==> config.mk <==
export PLATFORM = sky130hd
export DESIGN_NAME = trip_vote_fit
export DESIGN_NICKNAME = d
export VERILOG_FILES = /design/src/rtl/tvf_pkg.sv /design/src/rtl/tvf_vote_bank.sv /design/src/rtl/tvf_seq.sv /design/src/rtl/trip_vote_fit.sv
export SDC_FILE = /design/constraint.sdc
export NUM_CORES = 1
export LEC_CHECK = 0
export BUFFER_PORTS_ARGS = -buffer_cell sky130_fd_sc_hd__buf_2
export CAP_MARGIN = 5
export CORE_MARGIN = 2
export CORE_UTILIZATION = 35
export DETAILED_ROUTE_END_ITERATION = 16
export PLACE_DENSITY = 0.62
export SYNTH_ARGS = -nofsm -noshare
export SYNTH_HDL_FRONTEND = slang
export SYNTH_SLANG_ARGS = --single-unit
==> constraint.sdc <==
create_clock -name clk_i -period 2.1 [get_ports clk_i]
set_input_delay 0.21 -clock clk_i [delete_from_list [all_inputs] [get_ports clk_i]]
set_output_delay 0.21 -clock clk_i [all_outputs]
set_load 0.005 [all_outputs]
==> src/rtl/tvf_pkg.sv <==
package tvf_pkg;
  typedef enum logic [1:0] {SEQ_IDLE, SEQ_RUN, SEQ_HOLD} seq_state_e;

  localparam int unsigned STEPS = 6;

  // forced-low channel set for a step: singles first, then pairs
  function automatic logic [2:0] step_mask(input logic [2:0] step);
    case (step)
      3'd0:    return 3'b001;
      3'd1:    return 3'b010;
      3'd2:    return 3'b100;
      3'd3:    return 3'b011;
      3'd4:    return 3'b110;
      default: return 3'b101;
    endcase
  endfunction

  function automatic logic step_is_pair(input logic [2:0] step);
    return step >= 3'd3;
  endfunction
endpackage

==> src/rtl/tvf_vote_bank.sv <==
module tvf_vote_bank #(
  parameter int unsigned N_PARAM = 4
) (
  input  logic [3*N_PARAM-1:0] chan_i,
  output logic [N_PARAM-1:0]   vote_o
);
  for (genvar p = 0; p < N_PARAM; p++) begin : g_vote
    logic c0, c1, c2;
    assign c0 = chan_i[3*p];
    assign c1 = chan_i[3*p+1];
    assign c2 = chan_i[3*p+2];
    // 0 = trip demand; trip on any two lows
    assign vote_o[p] = (~c0 & ~c1) | (~c1 & ~c2) | (~c0 & ~c2);
  end
endmodule

==> src/rtl/tvf_seq.sv <==
module tvf_seq
  import tvf_pkg::*;
#(
  parameter int unsigned N_PARAM    = 4,
  parameter int unsigned PULSE_W    = 4,
  parameter int unsigned INTERVAL_W = 16,
  parameter int unsigned PASS_W     = 16
) (
  input  logic                    clk_i,
  input  logic                    rst_ni,
  input  logic [INTERVAL_W-1:0]   interval_i,
  input  logic                    clr_i,
  input  logic                    trip_i,
  input  logic [N_PARAM-1:0]      vote_i,
  output logic [3*N_PARAM-1:0]    force_mask_o,
  output logic                    act_o,
  output logic                    safe_fail_o,
  output logic                    danger_fail_o,
  output logic [PASS_W-1:0]       pass_cnt_o
);
  localparam int unsigned PW = (N_PARAM > 1) ? $clog2(N_PARAM) : 1;
  localparam int unsigned CW = (PULSE_W > 1) ? $clog2(PULSE_W) : 1;
  localparam logic [PW-1:0] LAST_P = PW'(N_PARAM - 1);
  localparam logic [CW-1:0] LAST_C = CW'(PULSE_W - 1);
  localparam logic [2:0]    LAST_S = 3'(STEPS - 1);

  seq_state_e            state_q;
  logic [PW-1:0]         param_q;
  logic [2:0]            step_q;
  logic [CW-1:0]         pcnt_q;
  logic [INTERVAL_W-1:0] wait_q;
  logic                  err_q, safe_q, danger_q;
  logic [PASS_W-1:0]     pass_q;

  logic running, pair_step, vote_sel, sample;
  logic single_bad, pair_bad, sweep_end, sweep_clean;

  always_comb begin
    running     = (state_q == SEQ_RUN);
    pair_step   = step_is_pair(step_q);
    vote_sel    = vote_i[param_q];
    // verdict at last pulse cycle; a real trip voids it
    sample      = running && (pcnt_q == LAST_C) && !trip_i;
    single_bad  = sample && !pair_step && vote_sel;
    pair_bad    = sample && pair_step && !vote_sel;
    sweep_end   = sample && (step_q == LAST_S) && (param_q == LAST_P);
    sweep_clean = !(err_q || single_bad || pair_bad);
  end

  for (genvar p = 0; p < N_PARAM; p++) begin : g_force
    assign force_mask_o[3*p +: 3] =
      (running && (param_q == PW'(p))) ? step_mask(step_q) : 3'b000;
  end

  always_ff @(posedge clk_i or negedge rst_ni) begin
    if (!rst_ni) begin
      state_q <= SEQ_IDLE;
      param_q <= '0;
      step_q  <= '0;
      pcnt_q  <= '0;
      wait_q  <= '0;
      err_q   <= 1'b0;
    end else begin
      case (state_q)
        SEQ_IDLE: begin
          if (wait_q == '0) begin
            state_q <= trip_i ? SEQ_HOLD : SEQ_RUN;
            param_q <= '0;
            step_q  <= '0;
            pcnt_q  <= '0;
            err_q   <= 1'b0;
          end else begin
            wait_q <= wait_q - 1'b1;
          end
        end
        SEQ_RUN: begin
          if (trip_i) begin
            state_q <= SEQ_HOLD;
          end else begin
            if (single_bad || pair_bad) err_q <= 1'b1;
            if (pcnt_q == LAST_C) begin
              pcnt_q <= '0;
              if (step_q == LAST_S) begin
                step_q <= '0;
                if (param_q == LAST_P) begin
                  state_q <= SEQ_IDLE;
                  wait_q  <= interval_i;
                end else begin
                  param_q <= param_q + 1'b1;
                end
              end else begin
                step_q <= step_q + 1'b1;
              end
            end else begin
              pcnt_q <= pcnt_q + 1'b1;
            end
          end
        end
        SEQ_HOLD: begin
          if (!trip_i) begin
            state_q <= SEQ_RUN;
            param_q <= '0;
            step_q  <= '0;
            pcnt_q  <= '0;
            err_q   <= 1'b0;
          end
        end
        default: state_q <= SEQ_IDLE;
      endcase
    end
  end

  always_ff @(posedge clk_i or negedge rst_ni) begin
    if (!rst_ni) begin
      safe_q   <= 1'b0;
      danger_q <= 1'b0;
      pass_q   <= '0;
    end else begin
      if (clr_i) begin
        safe_q   <= 1'b0;
        danger_q <= 1'b0;
      end else begin
        if (single_bad) safe_q   <= 1'b1;
        if (pair_bad)   danger_q <= 1'b1;
      end
      if (sweep_end && sweep_clean) pass_q <= pass_q + 1'b1;
    end
  end

  assign act_o         = running;
  assign safe_fail_o   = safe_q;
  assign danger_fail_o = danger_q;
  assign pass_cnt_o    = pass_q;
endmodule

==> src/rtl/trip_vote_fit.sv <==
module trip_vote_fit #(
  parameter int unsigned N_PARAM    = 4,
  parameter int unsigned PULSE_W    = 4,
  parameter int unsigned INTERVAL_W = 16,
  parameter int unsigned PASS_W     = 16
) (
  input  logic                    clk_i,
  input  logic                    rst_ni,
  input  logic [3*N_PARAM-1:0]    chan_i,
  input  logic [INTERVAL_W-1:0]   interval_i,
  input  logic                    clr_i,
  output logic                    hold_o,
  output logic                    test_trip_o,
  output logic                    test_act_o,
  output logic                    safe_fail_o,
  output logic                    danger_fail_o,
  output logic [PASS_W-1:0]       pass_cnt_o
);
  localparam int unsigned CH = 3 * N_PARAM;

  logic [N_PARAM-1:0] real_vote, test_vote, test_vote_q;
  logic [CH-1:0]      force_mask, forced_chan;
  logic               trip_q;

  // forcing pulls channels to the trip level on the test copy only
  assign forced_chan = chan_i & ~force_mask;

  tvf_vote_bank #(.N_PARAM(N_PARAM)) u_real_vote (
    .chan_i (chan_i),
    .vote_o (real_vote)
  );

  tvf_vote_bank #(.N_PARAM(N_PARAM)) u_test_vote (
    .chan_i (forced_chan),
    .vote_o (test_vote)
  );

  always_ff @(posedge clk_i or negedge rst_ni) begin
    if (!rst_ni) begin
      trip_q      <= 1'b1;
      test_vote_q <= '0;
    end else begin
      trip_q      <= |real_vote;
      test_vote_q <= test_vote;
    end
  end

  tvf_seq #(
    .N_PARAM    (N_PARAM),
    .PULSE_W    (PULSE_W),
    .INTERVAL_W (INTERVAL_W),
    .PASS_W     (PASS_W)
  ) u_seq (
    .clk_i         (clk_i),
    .rst_ni        (rst_ni),
    .interval_i    (interval_i),
    .clr_i         (clr_i),
    .trip_i        (trip_q),
    .vote_i        (test_vote_q),
    .force_mask_o  (force_mask),
    .act_o         (test_act_o),
    .safe_fail_o   (safe_fail_o),
    .danger_fail_o (danger_fail_o),
    .pass_cnt_o    (pass_cnt_o)
  );

  assign hold_o      = ~trip_q;
  assign test_trip_o = |test_vote_q;
endmodule

==> parameters.txt, run 1 <==
Parameter                              Value

Route
  Vias after detailed routing    2,680
  DRC violation total after the first TritonRoute iteration    170
  Detailed-route vias per instance    5.48
  Wire length after detailed routing    7180 um
  Number of nets with antenna violations after detailed routing    0
  Average wire per standard cell    14.7 um
  Detailed-route DRC error count    0
  Drt first pass iters    5

Synthesis
  Sequential fraction of the synthesis area    42.3%
  Main flop type after synthesis    dfrtp_1
  Area of the mapped netlist    2900 um^2
  Post-synthesis average cell area    9.38 um^2
  EDFF count, synth    0
  Count of cell types in the netlist    61
  Yosys warning count    0
  Asr flop ratio synth    100%
  Post-Synthesis Cells    309
  Net Count, Synth    349
  Flops & latches, synth    49

Final layout
  Diodes inserted    0
  Fraction of final layout cells sized beyond drive strength 1    28.1%
  Nets@finish    423
  Final instance area    3580 um^2
  Post-route non-filler standard cell count    489
  Most frequent standard cell in the layout excluding fill and tap cells    buf_2
  Number of fillers in the final layout    784
  Growth of design area from synthesis to finish    23.7%
  Top library cells by usage in the layout, fill and taps aside    51 x buf_2, 48 x dfrtp_1, 34 x nor2_1, 26 x buf_4, 22 x nand2_1

Setup path
  Maximum cell stage delay along the critical path    0.40 ns
  Sort of element at the start of the critical path    flop
  Critical path cell sequence    and2_4 -> ha_4 -> a211oi_4 -> xnor2_2 -> buf_4 -> nor3_2 -> buf_4 -> mux2_2
  Startpoint-to-endpoint class of the critical path    reg -> reg
  Max FO, Critical Path    7
  Register-to-register path setup slack    0.04 ns
  WP data required    2.31 ns
  Cell depth of the worst flop-to-flop path    8
  Critical path startpoint    u_seq.step_q[0]$_DFFE_PN0P_
  Master of the slowest instance on the critical path    dfrtp_1
  Arrival time at the worst endpoint    2.27 ns
  Worst flop-to-flop path endpoint    u_seq.pass_cnt_o[1]$_DFFE_PN0P_
  Most used cell along the critical path    buf_4
  Nature of the critical path endpoint    flop
  Startpoint of the worst register-to-register path    u_seq.step_q[0]$_DFFE_PN0P_

Worst hold path
  Worst hold path depth    2
  Sink of the worst hold path    u_seq.danger_fail_o$_DFFE_PN0P_
  Launch instance of the worst min-delay path    clr_i
  Worst min path class    in -> reg

Place
  Half-perimeter wire length of the detailed placement result    5390 um
  Number of port buffers    51
  Area after DPL    3420 um^2
  Final RePlAce weighted congestion    0.868
  Number of placed instances with taps included    477

Clock network
  Clock latency on the worst-skew pair    0.32 ns
  CTS H-tree lvls    2
  Largest buffer count on any clock path    2
  Clock transition at the register clock pins on the worst setup and hold paths after CTS    0.11 ns
  Number of buffers created by CTS    5
  CTS sink cnt    49
  CTS tree    done
  Root buf cell    clkbuf_8

Timing
  Final max-slew violation count    0
  Final worst-path cycle share    98.2%
  Number of endpoints with negative hold slack in the final report    0
  Actual slew at the worst max-slew pin    0.685 ns
  Worst Skew    0.0113 ns
  Final setup violation count    0
  Final min period    2.06 ns
  Rel. slew slack    54.1%
  Peak Freq    0.485 GHz

Floorplan
  Placeable core region    8130 um^2
  Overall die width    95.0 um
  Starting utilization of the core area    35.6%
  Die area    9030 um^2
  I/O pin total    52
  Std cell rows    33
  Die extent in y    95.0 um

GRT
  First-pass GRT wire length    11,900 um
  Total overflow reported by the global router    0
  Number of global-route vias before repair    2,502
  Initial antenna violation count    0
  Maximum number of pins on one net before global-route repair    29
  Global-route usage over all layers    16.4%

Power
  Total power density per cell area    808 nW/um^2
  Leakage power    1.63 nW
  Worst IR drop on VDD    0.343 mV

Outcome
  Status    finished, final reports clean

Job
  Max-cap check violation count    0
worst max-delay path by stage:
stage	cells past startpoint	slack (ns)	endpoint
global route	8	-0.05	u_seq.pass_cnt_o[1]$_DFFE_PN0P_
global placement	5	0.17	u_seq.pass_cnt_o[6]$_DFFE_PN0P_
CTS	7	0.06	u_seq.pass_cnt_o[6]$_DFFE_PN0P_
floorplan	8	0.02	u_seq.pass_cnt_o[6]$_DFFE_PN0P_
finish	8	0.04	u_seq.pass_cnt_o[1]$_DFFE_PN0P_
detailed placement	7	0.11	u_seq.pass_cnt_o[6]$_DFFE_PN0P_
registers in the layout, indices dropped and copies added (netlist names):
| signal | flops |
|---|---|
| u_seq.err_q | 1 |
| u_seq.pcnt_q | 2 |
| trip_q | 1 |
| test_vote_q | 4 |
| u_seq.step_q | 3 |
| u_seq.safe_fail_o | 1 |
| u_seq.state_q | 2 |
| u_seq.wait_q | 16 |
| u_seq.danger_fail_o | 1 |
| u_seq.param_q | 2 |
| u_seq.pass_cnt_o | 16 |
layout make-up:
class,count,area (um^2),area share [%]
Clock buffer,5,68.8,1.92
Clock inverter,3,28.8,0.803
Inverter,11,41.3,1.15
Multi-Input combinational cell,237,1610,44.8
Sequential cell,49,1230,34.2
Tap cell,105,131,3.66
Timing Repair Buffer,79,480,13.4
per-layer routing:
metal | vias up | global-route usage (%) | wire length [um] | share of wire, %
li1 | 1312 | - | - | -
met1 | 1302 | 22.9 | 3420 | 48
met2 | 59 | 26.4 | 3430 | 48
met3 | 7 | 3.00 | 258 | 3.6
met4 | 0 | 4.59 | 74 | 1.0
met5 | - | 0 | 0 | 0
synth_stat cells, types with 3 or more instances:
master	count	area, um^2
a211oi_1	4	30.0
a21oi_1	12	60.1
a31o_2	3	26.3
a31oi_1	11	68.8
a32oi_1	4	35.0
and2_1	4	25.0
and3_1	3	18.8
and4_1	4	35.0
buf_2	5	25.0
clkbuf_1	6	22.5
dfrtp_1	48	1200
ha_1	9	113
inv_1	11	41.3
nand2_1	22	82.6
nand3_1	19	95.1
nand4_1	8	50.1
nor2_1	34	128
nor3_1	7	35.0
nor4_1	6	37.5
o21ai_0	15	75.1
o22ai_1	4	25.0
o31ai_1	3	22.5
or3_1	3	18.8
or4_1	3	22.5
xnor2_1	12	105
xor2_1	3	26.3
cells by family after synthesis:
kind of cell	Yosys count	share of synthesized area [%]
and+or+nand+nor	130	24.6
xor gates and xnor gates	16	5.09
adders and majority gates	10	4.23
DFF	49	42.3
AOI/OAI and AO/OA	78	18.8
muxes	3	1.55
buffers and inverters	23	3.32
worst max-delay path, delay by kind of cell, from the launching register on:
kind | cells | cell delay [ns]
adders and majority gates | 1 | 0.17
and+or+nand+nor | 2 | 0.28
muxes | 1 | 0.33
xor gates and xnor gates | 1 | 0.16
buffers and inverters | 2 | 0.34
DFF | 1 | 0.40
AOI/OAI and AO/OA | 1 | 0.28
power by group:
part	total, W	leakage [nW]	internal [W]	switching, W
sequential	0.00132	0.648	0.00111	0.000215
clock	0.000614	0.0506	0.000250	0.000364
combinational	0.000961	0.936	0.000453	0.000508
total	0.00290	1.63	0.00181	0.00109
what timing repair did:
item / in CTS / in global routing
setup buffers: 0 / 3
hold buffers: 1 / 0
endpoints found under the setup margin: 0 / 7
resized for setup: 0 / 6
endpoints found under the hold margin: 21 / 0
per-stage QoR:
step / hold slack, ns / utilization [%] / setup slack [ns] / total power [W] / TNS (ns)
final: 0.0569 / 44.1 / 0.0384 / 0.00290 / 0
after global routing: 0.0411 / 44.1 / -0.0457 / 0.00311 / -0.0727
after CTS: 0.0464 / 43.4 / 0.0595 / 0.00289 / 0
after detailed placement: 0.224 / 42.1 / 0.109 / 0.00227 / 0
after global placement: 0.223 / 42.1 / 0.174 / 0.00225 / 0
after floorplan: -0.0856 / - / 0.0201 / 0.00194 / 0
(Power assumes the default switching activity.)
==> run 2: changes to the inputs <==
Settings changed: ABC_AREA from default to 1.
==> run 2 against run 1 <==
Net effect: global-route usage grew 0.053 points; count of clock-buffer cells in the layout did not move; synthesized cell count rose by 55%; setup slack better by 0.26 ns; first-iteration DRC count rose by 23%; routed wire length is 7.6% higher; critical path depth is 4 higher; register-to-register slack improved by 0.26 ns; sequential power is 28% lower; non-clock buffer count fell by 19; clock skew is essentially flat.
==> parameters.txt, run 2 <==
Parameter                              Value

Outcome
  Status    finished, final reports clean

Timing
  Worst Skew    0.0117 ns (+0.000339 ns)
  Number of endpoints with negative hold slack in the final report    0 (unchanged)
  Hold_ws    0.0617 ns (+0.00487 ns)
  Crit path setup slack, layout    0.299 ns (+0.260 ns)
  Final max-slew violation count    0 (unchanged)
  Rel. slew slack    69.4% (+15 points)
  Peak Freq    0.555 GHz (+14%)
  Actual slew at the worst max-slew pin    0.455 ns (-0.230 ns)
  Final worst-path cycle share    85.8% (-12 points)
  Final min period    1.80 ns (-0.260 ns)
  Summed negative setup slack over all endpoints    0 ns (unchanged)
  RSZ-0062 raised after global routing    no
  Final setup violation count    0 (unchanged)

Synthesis
  EDFF count, synth    0 (unchanged)
  Most common cell in the netlist    nand2_1
  Post-synthesis cell type with the largest combined area    dfrtp_1
  Flops & latches, synth    49 (unchanged)
  Asr flop ratio synth    100% (unchanged)
  Post-synth top area share    36.5% (-4.9 points)
  Sequential fraction of the synthesis area    37.3% (-5.0 points)
  Net Count, Synth    519 (+49%)
  Area of the mapped netlist    3290 um^2 (+13%)
  Main flop type after synthesis    dfrtp_1
  Ranking of synthesized cells by area    dfrtp_1 37%, nand2_1 19%, nand3_1 8.2%, nor2_1 7.0%, o21ai_0 5.8%
  Top cells by instance count after synthesis    163 x nand2_1, 61 x nor2_1, 54 x nand3_1
  Post-Synthesis Cells    479 (+55%)
  Yosys warning count    0 (unchanged)
  Post-synthesis average cell area    6.87 um^2 (-27%)
  Count of cell types in the netlist    35 (-43%)

Route
  DRC violation total after the first TritonRoute iteration    209 (+23%)
  Wire length after detailed routing    7730 um (+7.6%)
  Average wire per standard cell    11.9 um (-19%)
  Detailed-route DRC error count    0 (unchanged)
  Detailed-route vias per instance    4.94 (-9.9%)
  Vias after detailed routing    3,200 (+19%)
  Drt first pass iters    4 (-1)
  Number of nets with antenna violations after detailed routing    0 (unchanged)

GRT
  First-pass GRT wire length    13,600 um (+14%)
  Number of global-route vias before repair    3,006 (+20%)
  Total overflow reported by the global router    0 (unchanged)
  Initial antenna violation count    0 (unchanged)
  Global-route usage over all layers    16.5% (+0.053 points)
  Maximum number of pins on one net before global-route repair    50 (+72%)

Final layout
  Fraction of final layout cells sized beyond drive strength 1    15.6% (-12 points)
  Most frequent standard cell in the layout excluding fill and tap cells    nand2_1
  Number of fillers in the final layout    921 (+17%)
  Final instance area    3840 um^2 (+7.3%)
  Top library cells by usage in the layout, fill and taps aside    163 x nand2_1, 61 x nor2_1, 54 x nand3_1, 51 x buf_2, 48 x dfrtp_1
  Nets@finish    576 (+36%)
  Diodes inserted    0 (unchanged)
  Growth of design area from synthesis to finish    16.9%

Floorplan
  Die area    10,200 um^2 (+13%)
  Overall die width    101 um (+6.2%)
  Std cell rows    35 (+6.1%)
  Die extent in y    101 um (+6.2%)
  Starting utilization of the core area    35.8% (+0.13 points)
  I/O pin total    52 (unchanged)
  Placeable core region    9200 um^2 (+13%)

Clock network
  Total of cells resized after clock tree synthesis    0 (unchanged)
  Clock transition at the register clock pins on the worst setup and hold paths after CTS    0.10 ns (about the same)
  Clock latency on the worst-skew pair    0.31 ns (about the same)
  Post-CTS Setup Inserts    0 (unchanged)
  CTS sink cnt    49 (unchanged)
  CTS H-tree lvls    2 (unchanged)
  Root buf cell    clkbuf_8
  Number of buffers created by CTS    5 (unchanged)
  Largest buffer count on any clock path    2 (unchanged)
  CTS tree    done

Worst hold path
  Launch instance of the worst min-delay path    clr_i
  Worst hold path depth    2 (unchanged)
  Worst min path class    in -> reg
  Sink of the worst hold path    u_seq.safe_fail_o$_DFFE_PN0P_

Power
  Leakage power    1.88 nW (+15%)
  Worst IR drop on VDD    0.359 mV (+4.7%)
  Total design power    0.00186 W (-36%)
  Total power density per cell area    485 nW/um^2 (-40%)

Setup path
  Cell depth of the worst flop-to-flop path    12 (+4)
  Startpoint of the worst register-to-register path    u_seq.step_q[0]$_DFFE_PN0P_
  Sort of element at the start of the critical path    flop
  Startpoint-to-endpoint class of the critical path    reg -> reg
  Nature of the critical path endpoint    flop
  Worst flop-to-flop path endpoint    u_seq.pass_cnt_o[4]$_DFFE_PN0P_
  Max FO, Critical Path    14 (+7)
  Register-to-register path setup slack    0.30 ns (+0.26 ns)
  Arrival time at the worst endpoint    2.01 ns (-0.26 ns)
  WP data required    2.31 ns (about the same)

Place
  Worst slack, placed    0.310 ns (+0.201 ns)
  Half-perimeter wire length of the detailed placement result    5750 um (+6.6%)
  Area after DPL    3700 um^2 (+8.0%)
  Final RePlAce weighted congestion    0.815 (-6.1%)
  Number of port buffers    51 (unchanged)

Job
  Max-cap check violation count    0 (unchanged)
## run 2: changes by cell type in the layout (fill, tap and decap cells not counted), sizes merged, moves of 6 or more
cell / change
nand2: +143
a31oi: -11
nor2: +28
inv: +27
nor4: -6
buf: -19
nand3: +35
o21ai: +23
## run 2: worst max path at each step
stage	to	slack, ns	start
floorplan	u_seq.pass_cnt_o[4]$_DFFE_PN0P_	0.45	u_seq.param_q[0]$_DFFE_PN0P_
global placement	u_seq.pass_cnt_o[15]$_DFFE_PN0P_	0.34	u_seq.step_q[0]$_DFFE_PN0P_
detailed placement	u_seq.pass_cnt_o[9]$_DFFE_PN0P_	0.31	u_seq.state_q[1]$_DFFE_PN0P_
CTS	u_seq.pass_cnt_o[2]$_DFFE_PN0P_	0.30	u_seq.step_q[0]$_DFFE_PN0P_
global route	u_seq.pass_cnt_o[11]$_DFFE_PN0P_	0.09	u_seq.step_q[1]$_DFFE_PN0P_
finish	u_seq.pass_cnt_o[4]$_DFFE_PN0P_	0.30	u_seq.step_q[0]$_DFFE_PN0P_
## run 2: power breakdown
| group | leakage (nW) | internal, W | switching, W |
|---|---|---|---|
| Clock | 0.0687 | 0.000480 | 0.000343 |
| Sequential | 0.605 | 0.000950 | 0.00000293 |
| Combinational | 1.21 | 0.0000382 | 0.0000507 |
## run 2: area by class of cell
cell class	count	area, um^2	area share [%]
inverters	39	149	3.87
repair buffers	60	338	8.79
flip-flops and latches	49	1230	31.9
clock buffers	5	68.8	1.79
clock inverters	3	68.8	1.79
well taps	111	139	3.61
multi-input cells	381	1850	48.2
## run 2: per-stage QoR
stage,cells,utilization [%]
after floorplan,479,-
after global placement,639,40.2
after detailed placement,639,40.2
after CTS,648,41.8
after global routing,648,41.8
final,648,41.8
## run 2: logic make-up after synthesis
| logic type | synth area share, % |
|---|---|
| AOI/OAI and AO/OA | 8.03 |
| xor gates and xnor gates | 4.26 |
| adders and majority gates | 3.42 |
| buffers and inverters | 6.31 |
| DFF | 37.3 |
| muxes | 0.304 |
| and+or+nand+nor | 40.4 |
## run 2: layer usage
| layer | GRT usage, % | routed length, um | up-vias |
|---|---|---|---|
| li1 | - | - | 1651 |
| met1 | 22.1 | 3760 | 1488 |
| met2 | 27.2 | 3640 | 57 |
| met3 | 3.05 | 268 | 4 |
| met4 | 4.89 | 62 | 0 |
| met5 | 0 | 0 | - |
## run 2: timing repair
item / CTS / global route
setup endpoints to repair: 0 / 0
endpoints found under the hold margin: 48 / 0
hold buffers: 1 / 0
## run 2: worst max-delay path, cell delays in order (launching register included)
cell and delay [ns]:
dfrtp_1 0.44, nand2_1 0.11, inv_1 0.06, ha_1 0.17
inv_1 0.07, nand3_1 0.14, nor2_1 0.13, nand2_1 0.11
nand2_1 0.11, nor2_2 0.03, buf_4 0.19, nand3_1 0.08
nand2_1 0.05
==> run 3: changes to the inputs <==
Settings changed: CTS_CLUSTER_SIZE from default to 20, PLACE_DENSITY 0.62 to 0.61, SYNTH_HIERARCHICAL from default to 1.
==> run 3 against run 2 <==
Net effect: non-clock buffer count shrank 2; cell count is 19% higher; clock skew decreased by 0.0032 ns; critical path depth unchanged; die area up 9.2%; synthesized cell count grew 21%; design area increased by 6.8%; flip-flop and latch count is the same; count of clock-buffer cells in the layout unchanged; largest power group unchanged.
==> parameters.txt, run 3 <==
Parameter                              Value

Outcome
  Status    finished, final reports clean

Clock network
  CTS sink cnt    49 (unchanged)
  Number of buffers created by CTS    5 (unchanged)
  Largest buffer count on any clock path    2 (unchanged)
  Post-CTS Setup Inserts    0 (unchanged)
  Clock latency on the worst-skew pair    0.31 ns (about the same)
  Hold Buf Count CTS    0 (-1)
  CTS H-tree lvls    2 (unchanged)
  CTS tree    done
  Clock transition at the register clock pins on the worst setup and hold paths after CTS    0.10 ns (about the same)
  Root buf cell    clkbuf_8
  Total of cells resized after clock tree synthesis    0 (unchanged)

Setup path
  Bufs and invs on worst path    3 (unchanged)
  Critical path cell sequence    nand2_1 -> inv_1 -> ha_1 -> inv_1 -> nand3_2 -> inv_1 -> nand2_1 -> nor2_1 -> nor2_2 -> nand3_4 -> nand2_1 -> nand2_1
  Nature of the critical path endpoint    flop
  Max FO, Critical Path    16 (+2)
  Most used cell along the critical path    nand2_1
  Startpoint of the worst register-to-register path    u_seq/step_q[0]$_DFFE_PN0P_
  Arrival time at the worst endpoint    2.07 ns (+0.06 ns)
  Sort of element at the start of the critical path    flop
  Master of the slowest instance on the critical path    dfrtp_1
  Gate family responsible for the most delay along the worst path    simple AND/OR/NAND/NOR gates
  Number of logic stages on the critical path including buffering    12 (unchanged)
  Startpoint-to-endpoint class of the critical path    reg -> reg
  WP data required    2.36 ns (+0.05 ns)
  Worst flop-to-flop path endpoint    u_seq/pass_cnt_o[0]$_DFFE_PN0P_
  Register-to-register path setup slack    0.29 ns (about the same)
  Cell depth of the worst flop-to-flop path    12 (unchanged)
  Maximum cell stage delay along the critical path    0.47 ns (+0.03 ns)

Synthesis
  Count of cell types in the netlist    33 (-5.7%)
  Flops & latches, synth    49 (unchanged)
  Net Count, Synth    619 (+19%)
  EDFF count, synth    0 (unchanged)
  Post-Synthesis Cells    579 (+21%)
  Most common cell in the netlist    nand2_1
  Ranking of synthesized cells by area    dfrtp_1 33%, nand2_1 22%, inv_1 8.9%, nor2_1 8.1%, nand3_1 6.8%
  Asr flop ratio synth    100% (unchanged)
  Main flop type after synthesis    dfrtp_1
  Post-synthesis cell type with the largest combined area    dfrtp_1
  Top cells by instance count after synthesis    211 x nand2_1, 85 x inv_1, 78 x nor2_1
  Post-synth top area share    33.3% (-3.2 points)
  Sequential fraction of the synthesis area    34.1% (-3.3 points)
  Area of the mapped netlist    3600 um^2 (+9.6%)
  Post-synthesis average cell area    6.23 um^2 (-9.3%)
  Yosys warning count    6 (+6)

Place
  Final RePlAce weighted congestion    0.887 (+8.8%)
  Number of port buffers    51 (unchanged)
  Half-perimeter wire length of the detailed placement result    6440 um (+12%)

Power
  Leakage power    2.34 nW (+24%)
  Worst IR drop on VDD    0.215 mV (-40%)
  Switching component of the power    0.000411 W (+3.5%)
  Total internal power    0.00122 W (-17%)
  Clock share of power    35.0% (-9.1 points)
  Net switching fraction of the power    25.1% (+3.9 points)
  Sequential fraction of design power    58.5% (+7.4 points)
  Total power density per cell area    398 nW/um^2 (-18%)
  Combinational group share of total power    6.4% (+1.6 points)

Floorplan
  Die extent in y    105 um (+4.5%)
  Placeable core region    10,100 um^2 (+10%)
  I/O pin total    52 (unchanged)
  Starting utilization of the core area    35.6% (-0.21 points)
  Std cell rows    37 (+5.7%)
  Die area    11,100 um^2 (+9.2%)
  Overall die width    105 um (+4.5%)

Job
  Max-cap check violation count    0 (unchanged)

Route
  Detailed-route DRC error count    0 (unchanged)
  Vias after detailed routing    3,605 (+13%)
  Wire length after detailed routing    8630 um (+12%)
  DRC violation total after the first TritonRoute iteration    207 (-0.96%)
  Drt first pass iters    4 (unchanged)
  Average wire per standard cell    11.2 um (-6.0%)
  Detailed-route vias per instance    4.68 (-5.2%)
  Number of nets with antenna violations after detailed routing    0 (unchanged)

GRT
  Global-route usage over all layers    16.4% (-0.079 points)
  Total overflow reported by the global router    0 (unchanged)
  Initial antenna violation count    0 (unchanged)
  Number of global-route vias before repair    3,409 (+13%)
  First-pass GRT wire length    15,200 um (+12%)
  Maximum number of pins on one net before global-route repair    50 (unchanged)

Timing
  Final worst-path cycle share    86.3% (+0.55 points)
  Summed negative setup slack over all endpoints    0 ns (unchanged)
  Worst Skew    0.00846 ns (-0.00322 ns)
  RSZ-0062 raised after global routing    no
  Final setup violation count    0 (unchanged)
  Final max-slew violation count    0 (unchanged)
  Final min period    1.81 ns (+0.0115 ns)
  Peak Freq    0.552 GHz (-0.64%)
  Rel. slew slack    54.9% (-14 points)
  Number of endpoints with negative hold slack in the final report    0 (unchanged)
  Actual slew at the worst max-slew pin    0.677 ns (+0.222 ns)

Final layout
  Fraction of final layout cells sized beyond drive strength 1    13.6% (-2.1 points)
  Fin util    40.5% (-1.3 points)
  Growth of design area from synthesis to finish    13.9%
  Most frequent standard cell in the layout excluding fill and tap cells    nand2_1
  Nets@finish    673 (+17%)
  Top library cells by usage in the layout, fill and taps aside    211 x nand2_1, 85 x inv_1, 78 x nor2_1, 51 x buf_2, 49 x nand3_1
  Diodes inserted    0 (unchanged)

Worst hold path
  Worst min path class    in -> async
-- run 3: cell count changes in the layout (fill, tap and decap cells not counted), sizes merged, moves of 3 or more --
| cell | change |
|---|---|
| nor2 | +19 |
| a21oi | -5 |
| o21ai | -10 |
| or2 | -5 |
| clkinv | +3 |
| nand3 | -3 |
| xor2 | -6 |
| nor3 | +5 |
| inv | +53 |
| nand2 | +48 |
-- run 3: power by group through the flow --
stage	Combinational, W	Clock, W	Sequential, W
floorplan	0.0000452	0	0.000973
global placement	0.000104	0	0.000975
detailed placement	0.000108	0	0.000975
CTS	0.000108	0.000596	0.000957
global route	0.000123	0.000637	0.000958
finish	0.000105	0.000572	0.000956
-- run 3: logic make-up after synthesis --
family / after synthesis / share of synthesized area, %
flops: 49 / 34.1
compound gates: 32 / 4.48
fa+ha+maj: 9 / 3.12
simple gates: 373 / 44.1
buf+inv: 105 / 11.6
xor+xnor: 11 / 2.67
-- run 3: through the flow --
stage	hold slack [ns]	power [W]	setup slack, ns	instance area, um^2	cells
after floorplan	-0.0856	0.00102	0.439	3600	579
after global placement	0.383	0.00108	0.400	4020	762
after detailed placement	0.388	0.00108	0.330	4020	762
after CTS	0.0433	0.00166	0.306	4110	770
after global routing	0.0470	0.00172	0.110	4110	770
final	0.0110	0.00163	0.287	4110	770
-- run 3: layer usage --
metal | part of all wire [%] | GRT usage [%] | routed length [um]
met5 | 0 | 0 | 0
met4 | 1.4 | 4.67 | 121
met3 | 3.0 | 2.60 | 263
met2 | 47 | 28.2 | 4080
met1 | 48 | 21.2 | 4170
-- run 3: worst reg2reg max path: stages, from the launching register on --
cell and delay, ns:
dfrtp_1 0.47, nand2_1 0.15, inv_1 0.06, ha_1 0.17, inv_1 0.08, nand3_2 0.09
inv_1 0.06, nand2_1 0.05, nor2_1 0.21, nor2_2 0.08, nand3_4 0.16, nand2_1 0.10
nand2_1 0.07
-- run 3: final cells by class --
class | instances | area (um^2)
Clock buffer | 5 | 68.8
Clock inverter | 3 | 17.5
Fill cell | 1112 | 6030
Inverter | 94 | 353
Multi-Input combinational cell | 425 | 1960
Sequential cell | 49 | 1230
Tap cell | 136 | 170
Timing Repair Buffer | 58 | 308
-- run 3: worst max-delay path by stage --
stage / from / endpoint / slack, ns
floorplan: u_seq/step_q[0]$_DFFE_PN0P_ / u_seq/pass_cnt_o[10]$_DFFE_PN0P_ / 0.44
global placement: u_seq/step_q[0]$_DFFE_PN0P_ / u_seq/pass_cnt_o[10]$_DFFE_PN0P_ / 0.40
detailed placement: u_seq/step_q[0]$_DFFE_PN0P_ / u_seq/pass_cnt_o[0]$_DFFE_PN0P_ / 0.33
CTS: u_seq/step_q[0]$_DFFE_PN0P_ / u_seq/pass_cnt_o[0]$_DFFE_PN0P_ / 0.31
global route: u_seq/step_q[0]$_DFFE_PN0P_ / u_seq/pass_cnt_o[3]$_DFFE_PN0P_ / 0.11
finish: u_seq/step_q[0]$_DFFE_PN0P_ / u_seq/pass_cnt_o[0]$_DFFE_PN0P_ / 0.29
